[config.mk]
export PLATFORM = sky130hd
export DESIGN_NAME = mdu_ilock
export DESIGN_NICKNAME = d
export VERILOG_FILES = /design/src/rtl/mdu_ilock_pkg.sv /design/src/rtl/mdu_ilock_cnt.sv /design/src/rtl/mdu_ilock_hazard.sv /design/src/rtl/mdu_ilock.sv
export SDC_FILE = /design/constraint.sdc
export NUM_CORES = 1
export LEC_CHECK = 0
export ABC_AREA = 1
export CAP_MARGIN = 20
export CORE_ASPECT_RATIO = 1.4
export CORE_MARGIN = 1.5
export CORE_UTILIZATION = 50
export CTS_CLUSTER_SIZE = 28
export DETAILED_ROUTE_END_ITERATION = 7
export HOLD_SLACK_MARGIN = 0.1
export PLACE_DENSITY = 0.76
export SLEW_MARGIN = 5
export SYNTH_ARGS = -nofsm -noshare
export SYNTH_HDL_FRONTEND = slang
export SYNTH_SLANG_ARGS = --single-unit
[constraint.sdc]
create_clock -name clk -period 3.13 [get_ports clk]
set_clock_uncertainty 0.15 [all_clocks]
set_input_delay 0.626 -clock clk [delete_from_list [all_inputs] [get_ports clk]]
set_output_delay 0.626 -clock clk [all_outputs]
set_load 0.05 [all_outputs]
[src/rtl/mdu_ilock_pkg.sv]
package mdu_ilock_pkg;

   typedef enum logic [2:0] {
      CLS_NONE   = 3'd0,
      CLS_MULT   = 3'd1,
      CLS_MACC   = 3'd2,
      CLS_MULR   = 3'd3,
      CLS_DIV    = 3'd4,
      CLS_HLREAD = 3'd5,
      CLS_HLWR   = 3'd6,
      CLS_DEPINT = 3'd7
   } mdu_cls_e;

   function automatic logic cls_is_unit(input mdu_cls_e c);
      return (c != CLS_NONE) && (c != CLS_DEPINT);
   endfunction

   function automatic logic cls_is_mul(input mdu_cls_e c);
      return (c == CLS_MULT) || (c == CLS_MACC) || (c == CLS_MULR);
   endfunction

   function automatic logic cls_reads_hilo(input mdu_cls_e c);
      return (c == CLS_MACC) || (c == CLS_HLREAD);
   endfunction

endpackage

[src/rtl/mdu_ilock_cnt.sv]
module mdu_ilock_cnt #(
   parameter int W = 2
) (
   input  logic         clk,
   input  logic         rst_n,
   input  logic         load,
   input  logic [W-1:0] load_val,
   output logic         busy
);

   logic [W-1:0] cnt_q, dec, cnt_d;

   always_comb begin
      dec   = (cnt_q != '0) ? cnt_q - W'(1) : '0;
      cnt_d = dec;
      if (load && (load_val > dec)) cnt_d = load_val;
   end

   always_ff @(posedge clk) begin
      if (!rst_n) cnt_q <= '0;
      else        cnt_q <= cnt_d;
   end

   assign busy = (cnt_q != '0);

   // countdown never skips a value unless reloaded (supports R6, R7, R8)
   p_cnt_step_r8: assert property (@(posedge clk) disable iff (!rst_n)
      (!load && cnt_q != '0) |=> (cnt_q == $past(cnt_q) - W'(1)));
   p_cnt_idle_r1: assert property (@(posedge clk) disable iff (!rst_n)
      (!load && cnt_q == '0) |=> (cnt_q == '0));

endmodule

[src/rtl/mdu_ilock_hazard.sv]
module mdu_ilock_hazard
   import mdu_ilock_pkg::*;
(
   input  mdu_cls_e cls,
   input  logic     div_block,
   input  logic     gap_busy,
   input  logic     hilo_busy,
   input  logic     gpr_busy,
   output logic     hazard,
   output logic     unit_cls
);

   logic h_div, h_gap, h_hilo, h_gpr;

   always_comb begin
      unit_cls = cls_is_unit(cls);
      h_div    = unit_cls && div_block;
      h_gap    = cls_is_mul(cls) && gap_busy;
      h_hilo   = cls_reads_hilo(cls) && hilo_busy;
      h_gpr    = (cls == CLS_DEPINT) && gpr_busy;
      hazard   = h_div | h_gap | h_hilo | h_gpr;
   end

   // non-unit ops never see the divider hazard
   always_comb begin
      if (!unit_cls) a_div_scope_r5: assert (!h_div);
   end

endmodule

[src/rtl/mdu_ilock.sv]
module mdu_ilock
   import mdu_ilock_pkg::*;
#(
   parameter int FIX_SHORT   = 1,
   parameter int FIX_LONG    = 2,
   parameter int DEP_EXTRA   = 1,
   parameter int WIDE_GAP    = 1,
   parameter int HILO_LAT_WD = 2,
   parameter int MOVE_LAT    = 2,
   parameter bit DIV_ARM     = 1'b1
) (
   input  logic       clk,
   input  logic       rst_n,
   input  logic       iss_valid,
   input  logic [2:0] iss_class,
   input  logic       opnd_wide,
   input  logic       div_busy,
   output logic       stall,
   output logic       mdu_accept
);

   localparam int MAXV  = FIX_LONG + DEP_EXTRA + WIDE_GAP + HILO_LAT_WD + MOVE_LAT;
   localparam int CNT_W = $clog2(MAXV + 1);

   if (FIX_SHORT < 1 || FIX_LONG < FIX_SHORT) begin : g_bad_fix
      $error("mdu_ilock: fixed penalties must satisfy 1 <= FIX_SHORT <= FIX_LONG");
   end
   if (DEP_EXTRA < 0 || WIDE_GAP < 0) begin : g_bad_extra
      $error("mdu_ilock: extra stall counts must be non-negative");
   end
   if (HILO_LAT_WD < 1 || MOVE_LAT < 1) begin : g_bad_lat
      $error("mdu_ilock: latencies must be at least 1");
   end

   mdu_cls_e cls;
   logic     unit_cls, hazard;
   logic     fix_busy, gpr_busy, gap_busy, hilo_busy, div_block;
   logic     acc_mulr, acc_wide_mul, acc_wide_hilo, acc_read;
   logic [CNT_W-1:0] fix_val, gpr_val, gap_val, hilo_val;

   assign cls = mdu_cls_e'(iss_class);

   mdu_ilock_hazard u_haz (
      .cls       (cls),
      .div_block (div_block),
      .gap_busy  (gap_busy),
      .hilo_busy (hilo_busy),
      .gpr_busy  (gpr_busy),
      .hazard    (hazard),
      .unit_cls  (unit_cls)
   );

   assign stall      = fix_busy | (iss_valid & hazard);
   assign mdu_accept = iss_valid & ~stall & unit_cls;

   always_comb begin
      acc_mulr      = mdu_accept && (cls == CLS_MULR);
      acc_wide_mul  = mdu_accept && opnd_wide && cls_is_mul(cls);
      acc_wide_hilo = mdu_accept && opnd_wide && ((cls == CLS_MULT) || (cls == CLS_MACC));
      acc_read      = mdu_accept && (cls == CLS_HLREAD);
      fix_val  = opnd_wide ? CNT_W'(FIX_LONG) : CNT_W'(FIX_SHORT);
      gpr_val  = acc_mulr ? CNT_W'(fix_val + CNT_W'(DEP_EXTRA)) : CNT_W'(MOVE_LAT - 1);
      gap_val  = CNT_W'(WIDE_GAP);
      hilo_val = CNT_W'(HILO_LAT_WD - 1);
   end

   mdu_ilock_cnt #(.W(CNT_W)) u_fix (
      .clk(clk), .rst_n(rst_n), .load(acc_mulr), .load_val(fix_val), .busy(fix_busy));
   mdu_ilock_cnt #(.W(CNT_W)) u_gpr (
      .clk(clk), .rst_n(rst_n), .load(acc_mulr | acc_read), .load_val(gpr_val), .busy(gpr_busy));
   mdu_ilock_cnt #(.W(CNT_W)) u_gap (
      .clk(clk), .rst_n(rst_n), .load(acc_wide_mul), .load_val(gap_val), .busy(gap_busy));
   mdu_ilock_cnt #(.W(CNT_W)) u_hilo (
      .clk(clk), .rst_n(rst_n), .load(acc_wide_hilo), .load_val(hilo_val), .busy(hilo_busy));

   if (DIV_ARM) begin : g_div_arm
      logic arm_q;
      always_ff @(posedge clk) begin
         if (!rst_n) arm_q <= 1'b0;
         else        arm_q <= mdu_accept && (cls == CLS_DIV);
      end
      assign div_block = div_busy | arm_q;
   end else begin : g_div_direct
      assign div_block = div_busy;
   end

   // accept only when issuing, not stalled
   p_acc_clean_r10: assert property (@(posedge clk) disable iff (!rst_n)
      mdu_accept |-> (iss_valid && !stall));
   p_acc_unit_r10: assert property (@(posedge clk) disable iff (!rst_n)
      (iss_class == 3'd0 || iss_class == 3'd7) |-> !mdu_accept);
   p_div_hold_r5: assert property (@(posedge clk) disable iff (!rst_n)
      div_busy |-> !mdu_accept);
   p_mulr_short_r6: assert property (@(posedge clk) disable iff (!rst_n)
      (mdu_accept && iss_class == 3'd3) |=> stall);
   p_mulr_long_r7: assert property (@(posedge clk) disable iff (!rst_n)
      (mdu_accept && iss_class == 3'd3 && opnd_wide) |=> stall ##1 stall);
   p_wide_gap_r2: assert property (@(posedge clk) disable iff (!rst_n)
      (mdu_accept && opnd_wide && iss_class >= 3'd1 && iss_class <= 3'd3)
      |=> !(mdu_accept && iss_class >= 3'd1 && iss_class <= 3'd3));
   p_read_dep_r9: assert property (@(posedge clk) disable iff (!rst_n)
      (mdu_accept && iss_class == 3'd5) |=> !(iss_valid && iss_class == 3'd7 && !stall));

endmodule

; After elaboration in Yosys (flattened, before gate mapping)
; Cells that the tools add are included.
[totals]
ff_bits = 17
latch_bits = 0
mem_bits_rw = 0
rom_bits = 0
inputBits = 8
output_inout_bits = 2
elab_cells = 69
mem_count = 0
[classes]
addsub = 5
mul = 0
div = 0
n_lt_le_gt_ge = 4
n_eq_ne = 7
shifts = 0
mux = 10
bitwise = 11
reduce_logical = 25
[ops]
columns = operator, n
row1 = 2-to-1 mux 4 bit, 6
row2 = nonzero test 4 bit, 4
row3 = subtractor 4 x 1 -> 4 bit (second input constant), 4
row4 = logical AND 1 bit, 15
row5 = equality test 3 bit (second input constant), 3
row6 = greater-than comparator 1 x 4 -> 1 bit (first input constant), 2
row7 = equality test 3 x 2 -> 1 bit (second input constant), 2
row8 = bitwise OR 1 bit, 6
row9 = greater-than comparator 2 x 4 -> 1 bit, 1
row10 = greater-than comparator 3 x 4 -> 1 bit, 1
row11 = OR reduction 2 bit, 2
row12 = adder 2 x 1 -> 3 bit (second input constant), 1
row13 = bitwise AND 1 bit, 3
row14 = equality test 3 x 1 -> 1 bit (second input constant), 1
row15 = logical OR 1 bit, 3
row16 = 2-to-1 mux 3 bit, 1
row17 = != test 3 bit (second input constant), 1
row18 = nonzero test 3 bit, 1
row19 = 2-to-1 mux 1 bit, 2
row20 = 2-to-1 mux 2 bit, 1
row21 = inverter 1 bit, 2

; Longest topological paths before layout
[logic_depth]
ltp_word = 17
mapped_depth = 19
ltp_nobuf = 18

; By module
; From an unflattened synthesis, not the netlist that was laid out.
[hier_totals]
hier_cells = 281
hier_area_um2 = 1750.4
[modules_own_cells]
columns = module, n_inst, cells_each, area_per_inst_um2, seq_area_each_um2
row1 = mdu_ilock_cnt (u_fix ...), 3, 58, 375.4, 80.1
row2 = mdu_ilock_cnt (u_gpr), 1, 58, 377.9, 80.1
row3 = mdu_ilock, 1, 32, 173.9, 20.0
row4 = mdu_ilock_hazard, 1, 17, 72.6, 0.0

; Worst setup path after synthesis
; No wires, ideal clock.
[synth_timing]
kind = input -> register
start = input iss_class[2]
end = register u_gpr.cnt_q[0]
setup_time_ps = 113
arrival_time_ps = 2450
required_ps = 2867
path_slack_ps = 417
stages = 17
path_cell_list = buf_2 -> nand3_1 -> inv_1 -> nand2_1 -> nand2_2 -> nor2_4 -> nand4_4 -> nor2_4 -> nand2_2 -> inv_1 -> ha_1 -> nand2_1 -> nand3_1 -> a211oi_1 -> nand2_2 -> nor2_1 -> nor2_1
[synth_between]
elab_chain_len = 17
elab_cells_between_ends = 30
cone_classes = 1 x order compare / 6 x eq/ne / 2 x mux / 9 x bitwise / 12 x reduce/logical
[synth_rtl]
columns = element, line_no
row1 = "start, declared", mdu_ilock.sv:15  ; input logic [2:0] iss_class,
row2 = equality test 3 x 1 -> 1 bit / equality test 3 x 2 -> 1 bit (equally long branches), "mdu_ilock_pkg.sv:19, mdu_ilock_pkg.sv:23"
row3 = logical OR 1 bit (2 in a row), mdu_ilock_pkg.sv:19  ; return (c == CLS_MULT) || (c == CLS_MACC) || (c == CLS_MULR);
row4 = logical AND 1 bit, mdu_ilock_hazard.sv:18  ; h_gap = cls_is_mul(cls) && gap_busy;
row5 = bitwise OR 1 bit (3 in a row), mdu_ilock_hazard.sv:21  ; hazard = h_div | h_gap | h_hilo | h_gpr;
row6 = bitwise AND 1 bit, mdu_ilock.sv:53  ; assign stall = fix_busy | (iss_valid & hazard);
row7 = bitwise OR 1 bit, mdu_ilock.sv:53
row8 = inverter 1 bit, mdu_ilock.sv:54  ; assign mdu_accept = iss_valid & ~stall & unit_cls;
row9 = bitwise AND 1 bit (2 in a row), mdu_ilock.sv:54
row10 = logical AND 1 bit, mdu_ilock.sv:57  ; acc_mulr = mdu_accept && (cls == CLS_MULR);
row11 = 2-to-1 mux 3 bit, mdu_ilock.sv:62  ; gpr_val = acc_mulr ? CNT_W'(fix_val + CNT_W'(DEP_EXTRA)) : CNT_W'(MOVE_LAT - 1);
row12 = greater-than comparator 3 x 4 -> 1 bit, mdu_ilock_cnt.sv:16  ; if (load && (load_val > dec)) cnt_d = load_val;
row13 = logical AND 1 bit, mdu_ilock_cnt.sv:16
row14 = 2-to-1 mux 4 bit (*), mdu_ilock_cnt.sv:16
row15 = "end signal, assigned", mdu_ilock_cnt.sv:21  ; else cnt_q <= cnt_d;
row16 = "end, declared", mdu_ilock_cnt.sv:11  ; logic [W-1:0] cnt_q, dec, cnt_d;
; Mark *: on every way between the ends. The rest lies on a longest branch, timed or not.
; A chain may end at the register's enable or synchronous reset.

; Worst setup path after layout
[layout_timing]
start = input div_busy
end = output mdu_accept
[layout_between]
elab_chain_len = 10
[layout_rtl]
columns = element, line_no
row1 = "start, declared", mdu_ilock.sv:17  ; input logic div_busy,
row2 = bitwise OR 1 bit, mdu_ilock.sv:82  ; assign div_block = div_busy | arm_q;
row3 = logical AND 1 bit, mdu_ilock_hazard.sv:17  ; h_div = unit_cls && div_block;
row4 = bitwise OR 1 bit (3 in a row), mdu_ilock_hazard.sv:21
row5 = bitwise AND 1 bit, mdu_ilock.sv:53
row6 = bitwise OR 1 bit, mdu_ilock.sv:53
row7 = inverter 1 bit, mdu_ilock.sv:54
row8 = bitwise AND 1 bit (2 in a row), mdu_ilock.sv:54
row9 = "end, declared", mdu_ilock.sv:19  ; output logic mdu_accept
; Every way passes these cells.

==> metrics.csv <==
stage,metric,value,unit
run_status,status,finished clean,
worst_setup_path,Critical Path End Type,output port,
route,via count,995,
global_route,initial antenna violation count,0,
synth,post-synthesis sequential element count,17,
floorplanning,Core ar.,0.00193,mm2
synth,mapped cell area,0.00101,mm2
worst_setup_path,WS Path Type,primary input to output port,
cts,depth of the CTS H-tree,1,
worst_setup_path,WP buf/inv,5,
final_layout,Ant. Diodes,0,
place,dpl cells,192,
synth,Post-synth EDFFs,0,
pwr,Leak,0.653,nW
place,number of port buffers,9,
synth,synth unique cells,22,
place,hpwl dp,1.80,mm
final_layout,share of cells above drive strength 1,0.143,
global_route,GRT overflow,0,
sta,"Slew Viols, Final",0,
final_layout,nets@finish,188,
sta,RSZ-0062 raised after global routing,no,
pwr,Seq pwr share,0.387,
synth,syn_nets,169,
cts,Sink Count,17,
synth,Syn Inst Count,157,
pwr,sw frac,0.396,
sta,minimum clock period,2670,ps
synth,Post-synth ARST share,0,
global_route,vias in the first global route,970,
pwr,Pint,0.390,mW
floorplanning,Row Count,19,
route,initial drt markers,31,
final_layout,synth-to-layout area growth,21.7,%
pwr,Net Sw Power,0.255,mW
floorplanning,I/O pin cnt,10,
cts,Worst-Skew Late Latency,300,ps
final_layout,Finished Layout Cells,196,
job,max_cap viols,0,
route,drc violations,0,
pwr,Cell Pwr Density,524,mW/mm2
sta,"Hold Vio Cnt, Final",0,
pwr,Logic pwr share,0.424,
cts,clock slew at reported path FFs,100,ps
floorplanning,die area,0.00230,mm2
worst_setup_path,Worst setup SP type,primary input,
worst_setup_path,Worst path slowest cell,clkdlybuf4s50_1,
route,drt via density,5.08,
pwr,clock power share,0.190,
place,routability cong.,0.816,
route,first drt pass iteration count,5,
synth,Avg Synthesized Cell Area,6.44,um2
cts,CTS max path bufs,2,
route,WL final,2.14,mm
floorplanning,Die Y,56.2,um
synth,"Seq/Total Area, Yosys",0.337,
worst_setup_path,CP required,2350,ps
sta,Worst Tran Pin Value,402,ps
sta,Max Freq,375,MHz
global_route,Total GRT Usage,0.232,
worst_setup_path,Crit Path Max Fanout,5,
cts,CTS buffer count,3,
worst_setup_path,Worst path max stage delay,400,ps
sta,fin crit share,0.852,
worst_setup_path,cells along the critical path,clkdlybuf4s50_1 -> inv_1 -> nand2_1 -> nand3_2 -> nand2_2 -> nor2_4 -> nand4_4 -> buf_4 -> clkinv_2 -> buf_12,
global_route,first-pass GRT wire length,3.69,mm
worst_setup_path,kind of cell adding the most delay to the critical path,buffers and inverters,
worst_setup_path,WP data arrival,1890,ps
floorplanning,Die W,41.0,um
route,DR WL/cell,10.9,um
sta,Final setup violation count,0,
synth,Ys Warns,0,
pwr,VDD IR max,283,uV
cts,root buf cell,clkbuf_4,
floorplanning,starting density of the core,0.525,
synth,Post-synth top flop,dfxtp_1,
pwr,total power,0.645,mW
global_route,largest net degree at the start of global routing,12,
sta,slew margin rel.,0.731,
route,post-route ant nets,0,
hold_path,Hold Path Class,flop to flop,
cts,CTS tree,done,
==> registers in the layout, indices dropped and copies added, names as in the netlist <==
name,count
g_div_arm.arm_q,1
u_fix.cnt_q,4
u_gap.cnt_q,4
u_gpr.cnt_q,4
u_hilo.cnt_q,4
==> stage by stage <==
step | area [um2] | hold slack [ps] | TNS (ps) | utilization | setup slack (ps)
after CTS | 1220 | 323 | 0 | 0.632 | 59.3
after global routing | 1230 | 360 | 0 | 0.639 | 302
after detailed placement | 1190 | 306 | -915 | 0.618 | -246
final | 1230 | 318 | 0 | 0.639 | 462
after global placement | 1190 | 292 | -256 | 0.618 | -71.1
after floorplan | 1010 | 285 | 0 | - | 417
==> timing repair <==
action                                  CTS  global route
endpoints found under the setup margin    0             5
hold buffers                              0             0
endpoints found under the hold margin     0             0
buffers inserted                          0             0
gates resized for setup                   0             4
==> final timing paths <==
kind	from	end	slack, ps	depth (start not counted)
worst max-delay path	div_busy	mdu_accept	460	10
worst min-delay path	u_hilo.cnt_q[3]$_SDFF_PP0_	u_hilo.cnt_q[3]$_SDFF_PP0_	320	2
worst max register to register	u_fix.cnt_q[0]$_SDFF_PN0_	u_gpr.cnt_q[0]$_SDFF_PN0_	620	14
worst min register to register	u_hilo.cnt_q[3]$_SDFF_PP0_	u_hilo.cnt_q[3]$_SDFF_PP0_	320	2
==> synthesized netlist by cell type, types with 2 or more instances <==
master	number	area share
inv_1	24	0.089
nand2_1	36	0.13
nand2_2	4	0.025
buf_2	2	0.0099
nor2_1	30	0.11
nor2_4	2	0.022
ha_1	4	0.050
o21ai_0	6	0.030
and2_1	2	0.012
a211oi_1	2	0.015
nand3_1	9	0.045
a21oi_1	10	0.050
dfxtp_1	17	0.34
==> power by group through the flow <==
stage / sequential (mW) / clock (mW) / combinational, mW
floorplan: 0.251 / 0 / 0.189
global placement: 0.254 / 0 / 0.258
detailed placement: 0.255 / 0 / 0.270
CTS: 0.249 / 0.125 / 0.271
global route: 0.253 / 0.133 / 0.308
finish: 0.249 / 0.122 / 0.273
==> cells in the final DEF, fill, tap and decap left out <==
cell type,Yosys,final
a211oi_1,2,1
a211oi_2,0,1
a21oi_1,10,10
and2_1,2,2
buf_12,0,2
buf_4,0,7
clkbuf_4,0,3
clkdlybuf4s50_1,0,4
clkinv_2,1,2
dfxtp_1,17,17
dlymetal6s2s_1,0,3
ha_1,4,4
inv_1,24,24
inv_2,1,1
nand2_1,36,36
nand2_2,4,4
nand3_1,9,9
nand3_2,1,1
nand4_1,1,1
nand4_4,1,1
nor2_1,30,30
nor2_2,1,1
nor2_4,2,2
nor3_1,1,1
o21a_1,1,1
o21ai_0,6,6
o21bai_1,1,1
==> logic make-up after synthesis <==
family,synth area share
AO/OA/AOI/OAI,0.109
adder cells (fa/ha/maj),0.0495
buffers and inverters,0.108
flip-flops,0.337
AND/OR/NAND/NOR,0.397
==> per-layer routing <==
layer	GRT usage	share of wire	vias to the layer above	wire [um]
met5	0	0	-	0
met4	0.114	0.018	0	39
met3	0.0400	0.031	4	66
met2	0.406	0.54	19	1160
met1	0.236	0.41	445	878
li1	-	-	527	-
==> worst reg2reg max path: cells and delay by family, from the launching register on <==
kind | cells | cell delay [ps]
and+or+nand+nor | 11 | 1380
AOI/OAI and AO/OA | 1 | 280
DFF | 1 | 340
adders and majority gates | 1 | 220
buffers and inverters | 1 | 50
==> cell type report <==
type / count / area [um2]
inverter: 26 / 98.8
fill: 173 / 696
timing repair buffer: 16 / 170
sequential: 17 / 340
tap: 21 / 26.3
clock buffer: 3 / 22.5
multi-input combinational: 112 / 567
clock inverter: 1 / 5.00
Power figures use the tool's default switching activity.
